==> src/rtl/cc_pkg.sv <==
package cc_pkg;
  localparam int CC_W   = 2;
  localparam int MASK_W = 1 << CC_W;
  localparam int OP_W   = 3;

  typedef enum logic [OP_W-1:0] {
    OP_SADD = 3'd0,
    OP_SSUB = 3'd1,
    OP_UADD = 3'd2,
    OP_USUB = 3'd3,
    OP_CMP  = 3'd4
  } cc_op_e;
endpackage

==> src/rtl/cc_addsub.sv <==
module cc_addsub
  import cc_pkg::*;
#(
  parameter int W = 32
) (
  input  logic [OP_W-1:0] op,
  input  logic [W-1:0]    a,
  input  logic [W-1:0]    b,
  output logic [W-1:0]    sum,
  output logic [CC_W-1:0] code,
  output logic            legal,
  output logic            wr_res
);
  logic          is_sub, is_signed, carry, ovf, zero;
  logic [W-1:0]  b_eff;

  always_comb begin
    is_sub    = (op == OP_SSUB) || (op == OP_USUB) || (op == OP_CMP);
    is_signed = (op == OP_SADD) || (op == OP_SSUB) || (op == OP_CMP);
    legal     = (op <= OP_CMP);
    wr_res    = legal && (op != OP_CMP);
    b_eff     = is_sub ? ~b : b;
    {carry, sum} = {1'b0, a} + {1'b0, b_eff} + {{W{1'b0}}, is_sub};
    ovf       = (a[W-1] == b_eff[W-1]) && (sum[W-1] != a[W-1]);
    zero      = (sum == '0);
    if (is_signed) begin
      if (ovf)              code = 2'd3;
      else if (zero)        code = 2'd0;
      else if (sum[W-1])    code = 2'd1;
      else                  code = 2'd2;
    end else begin
      code = {carry, ~zero};
    end
  end
endmodule

==> src/rtl/cc_reg.sv <==
module cc_reg
  import cc_pkg::*;
(
  input  logic            clk,
  input  logic            rst,
  input  logic            load,
  input  logic [CC_W-1:0] d,
  output logic [CC_W-1:0] q
);
  always_ff @(posedge clk) begin
    if (rst)       q <= '0;
    else if (load) q <= d;
  end
endmodule

==> src/rtl/cc_test.sv <==
module cc_test
  import cc_pkg::*;
(
  input  logic [CC_W-1:0]   code,
  input  logic [MASK_W-1:0] mask,
  output logic              take
);
  logic [MASK_W-1:0] hit;

  for (genvar i = 0; i < MASK_W; i++) begin : g_hit
    assign hit[i] = mask[MASK_W-1-i] && (code == CC_W'(i));
  end

  assign take = |hit;
endmodule

==> src/rtl/cc_unit.sv <==
module cc_unit
  import cc_pkg::*;
#(
  parameter int W = 32
) (
  input  logic              clk,
  input  logic              rst,
  input  logic [OP_W-1:0]   op_i,
  input  logic [W-1:0]      a_i,
  input  logic [W-1:0]      b_i,
  input  logic              set_cc_i,
  input  logic [MASK_W-1:0] mask_i,
  output logic [W-1:0]      result_o,
  output logic [CC_W-1:0]   cc_o,
  output logic              take_o
);
  logic [W-1:0]    sum;
  logic [CC_W-1:0] code_next;
  logic            legal, wr_res;

  cc_addsub #(.W(W)) u_arith (
    .op(op_i), .a(a_i), .b(b_i),
    .sum(sum), .code(code_next), .legal(legal), .wr_res(wr_res)
  );

  cc_reg u_code (
    .clk(clk), .rst(rst), .load(legal && set_cc_i),
    .d(code_next), .q(cc_o)
  );

  always_ff @(posedge clk) begin
    if (rst)         result_o <= '0;
    else if (wr_res) result_o <= sum;
  end

  cc_test u_test (.code(cc_o), .mask(mask_i), .take(take_o));
endmodule

==> config.mk <==
export PLATFORM = sky130hd
export DESIGN_NAME = cc_unit
export DESIGN_NICKNAME = d
export VERILOG_FILES = /design/src/rtl/cc_pkg.sv /design/src/rtl/cc_addsub.sv /design/src/rtl/cc_reg.sv /design/src/rtl/cc_test.sv /design/src/rtl/cc_unit.sv
export SDC_FILE = /design/constraint.sdc
export NUM_CORES = 1
export LEC_CHECK = 0
export BUFFER_PORTS_ARGS = -buffer_cell sky130_fd_sc_hd__buf_2
export CAP_MARGIN = 15
export CORE_ASPECT_RATIO = 0.5
export CORE_MARGIN = 5
export CORE_UTILIZATION = 40
export DETAILED_ROUTE_END_ITERATION = 12
export PLACE_DENSITY_LB_ADDON = 0.08
export SLEW_MARGIN = 40
export SYNTH_ARGS = -nofsm -noshare
export SYNTH_HDL_FRONTEND = slang
export SYNTH_SLANG_ARGS = --single-unit
==> constraint.sdc <==
create_clock -name clk -period 6.1 [get_ports clk]
set_clock_uncertainty 0.15 [all_clocks]
set_input_delay 0.915 -clock clk [delete_from_list [all_inputs] [get_ports clk]]
set_output_delay 0.915 -clock clk [all_outputs]
set_load 0.05 [all_outputs]
==> Flow_metrics.wiki <==
{| class="wikitable"
! Metric !! Value
|-
| Total DRC errors in the routed layout || 0
|-
| Max-Cap Viols || 0
|-
| Hold slack || 0.3281 ns
|-
| Post-route core utilization || 49.02%
|-
| CTS tree || done
|-
| Type of the setup path with the least slack || primary input to register
|-
| Slew at the pin closest to its max-slew limit || 0.6466 ns
|-
| Later-pin clock latency in the skew report || 0.28 ns
|-
| Total number of H-tree levels || 2
|-
| Bufs on Longest Clock Path || 2
|-
| Synthesized net count || 603
|-
| Critical path startpoint category || primary input
|-
| Overall Global Routing Usage || 19.35%
|-
| TritonCTS buffer count || 5
|-
| Max Freq || 214.2 MHz
|-
| Max-slew violation total from the final report || 0
|-
| Number of enable-type register cells in the synthesized netlist || 0
|-
| Via-per-instance ratio || 5.545
|-
| Antenna violations before repair || 0
|-
| Sequential share of the synthesized area || 18.00%
|-
| Buffers on Ports || 108
|-
| Data arrival time at the worst-slack endpoint || 4.69 ns
|-
| Routability congestion estimate || 0.8775
|-
| Hold Path Class || register to register
|-
| Required time at the endpoint of the critical path || 6.12 ns
|-
| Number of DRC markers after the initial detailed-route iteration || 219
|-
| Wire length of the first global-routing pass || 18.39 mm
|-
| Combinational share of power || 56.9%
|-
| Largest driver fanout on the critical path || 20
|-
| Static leakage power || 2.039 nW
|-
| Minimum clock period after layout || 4.670 ns
|-
| Num rows || 25
|-
| Pwr/cell area || 290.4 nW/um2
|-
| Area growth, synth to finish || 20.81%
|-
| Vias in the first global route || 3577
|-
| Primary FF master, synth || dfxtp_1
|-
| HPWL reported at the end of detailed placement || 9.420 mm
|-
| Worst setup slack after placement || 1.109 ns
|-
| Final setup violation count || 0
|-
| Worst path setup slack after routing || 1.430 ns
|-
| Setup TNS || 0 ns
|-
| Start point of the worst hold path || result_o[0]
|-
| Power share of the clock group || 22.1%
|-
| Total I/O pin count || 109
|-
| RSZ-0062 raised after global routing || no
|-
| Average cell area after synthesis || 7.657 um2
|-
| Peak VDD IR || 0.1248 mV
|-
| Switching part of the total || 45.97%
|-
| Number of distinct library cells after synthesis || 64
|-
| Register bit count reported by yosys || 34
|-
| Type of destination of the critical path || register
|-
| Rel. slew slack || 56.89%
|-
| Total wire length || 11.33 mm
|-
| Post-cts sizing count || 0
|-
| Share of flip-flops with an asynchronous set or reset after synthesis || 0%
|-
| DIE AREA || 11620 um2
|-
| DR vias || 3926
|-
| Die Y || 78.76 um
|-
| Starting density of the core || 40.58%
|-
| Pin count of the biggest net entering global routing || 47
|-
| Total Power || 1.327 mW
|-
| Clock transition at the registers of the reported paths || 0.05 ns
|-
| Wire length per cell || 16.01 um
|-
| Root buffer cell || clkbuf_16
|-
| Commonest cells after routing, fill and taps aside || 108 x buf_2, 69 x nor2_1, 51 x a21oi_1, 46 x xnor2_1, 38 x nand2_1
|-
| Remaining antenna violation count after routing || 0
|-
| Number of hold violations in the final report || 0
|-
| Crit path launch || op_i[2]
|-
| Worst R2R Start || u_code.q[1]
|-
| Pre-Repair DR Iteration Count || 5
|-
| Floorplan die width || 147.5 um
|-
| Flop pwr share || 21.0%
|-
| Number of buffers inserted by post-CTS setup repair || 0
|-
| Placeable core area || 9321 um2
|-
| Most common cell after layout, fill and taps aside || buf_2
|-
| Instance count of the mapped netlist || 494
|-
| Internal Dissipation || 0.7169 mW
|-
| Result of the run || finished, final reports clean
|-
| Post-route fraction of the period consumed by the critical path || 76.55%
|-
| Cell area after technology mapping || 3782 um2
|-
| N_diodes || 0
|-
| NumNets Final || 696
|-
| # clock sinks || 34
|-
| Total overflow reported by the global router || 0
|-
| Net switching power figure || 0.6099 mW
|-
| Yosys synthesis warning count || 0
|-
| Layout cells sized above 1 || 23.51%
|-
| CTS hold repair buffers || 0
|}
power by group through the flow:
stage               registers, mW  clock network [mW]  logic [mW]
floorplan                   0.406                   0       0.440
global placement            0.284                   0       0.753
detailed placement          0.283                   0       0.750
CTS                         0.279               0.299       0.754
global route                0.283               0.313       0.826
finish                      0.279               0.294       0.754
metrics by stage:
stage / area (um2) / cells
after floorplan: 3782 / 494
after global placement: 4400 / 701
after detailed placement: 4400 / 701
after CTS: 4569 / 708
after global routing: 4569 / 708
final: 4569 / 708
layout make-up:
class	instances	area, um2
tap	121	151.4
fill	950	4752
sequential	34	680.7
clock inverter	1	30.03
multi-input combinational	427	2975
clock buffer	6	138.9
inverter	8	30.03
timing repair buffer	111	563.0
sequential cells by signal, summed over array words and instances, names as in the netlist:
name	count
u_code.q	2
result_o	32
critical path, cell delays in order:
cell	delay, ns
buf_2	0.14
nor3b_4	0.34
nor2_4	0.07
buf_4	0.24
xnor2_1	0.22
inv_1	0.08
fa_1	0.42
nor2b_1	0.20
o2111ai_2	0.20
a21oi_1	0.28
a21oi_2	0.12
o41ai_2	0.31
xor2_1	0.18
nor4b_1	0.39
and4_1	0.27
a31oi_1	0.07
or2_1	0.23
cells in the mapped netlist, types with 3 or more instances:
| cell | count | share of area [%] |
|---|---|---|
| o31ai_1 | 3 | 0.60 |
| nor3_1 | 10 | 1.3 |
| a21oi_1 | 51 | 6.7 |
| and3_1 | 5 | 0.83 |
| nor4b_1 | 3 | 0.69 |
| a211oi_1 | 5 | 0.99 |
| clkbuf_1 | 11 | 1.1 |
| a21o_1 | 9 | 1.8 |
| inv_1 | 8 | 0.79 |
| nor4_1 | 3 | 0.50 |
| and2_1 | 6 | 0.99 |
| o21ai_0 | 23 | 3.0 |
| o221a_2 | 3 | 0.89 |
| a211o_1 | 3 | 0.69 |
| xnor2_1 | 46 | 11 |
| nor2_1 | 70 | 6.9 |
| o21ai_1 | 4 | 0.53 |
| mux2i_1 | 21 | 5.6 |
| buf_1 | 6 | 0.60 |
| xor2_1 | 11 | 2.5 |
| nand2_1 | 38 | 3.8 |
| nand3_1 | 9 | 1.2 |
| nor2b_1 | 3 | 0.50 |
| ha_1 | 34 | 11 |
| nand4_1 | 9 | 1.5 |
| dfxtp_1 | 34 | 18 |
| a31oi_1 | 3 | 0.50 |
| o21a_1 | 11 | 2.2 |
| buf_2 | 8 | 1.1 |
metal layers:
metal / up-vias / track usage [%] / wire [um]
met1: 1805 / 30.00 / 6053
met5: - / 0 / 0
met4: 0 / 2.230 / 65
met3: 8 / 3.535 / 696
li1: 1985 / - / -
met2: 128 / 28.37 / 4516
logic make-up after synthesis:
logic type	after synthesis	share of synthesized area, %
simple gates	168	21.04
xor+xnor	57	13.20
compound gates	145	26.30
flops	34	18.00
mux	22	6.153
fa+ha+maj	35	11.78
buf+inv	33	3.540
path summary, 6_finish.rpt:
kind	endpoint	slack, ns	cells past startpoint
setup / recovery	u_code.q[1]	1.43	17
hold / removal	result_o[0]	0.33	2
setup reg to reg	u_code.q[1]	4.85	5
hold reg to reg	result_o[0]	0.33	2
Note: power is estimated with default switching activity, not from simulation.
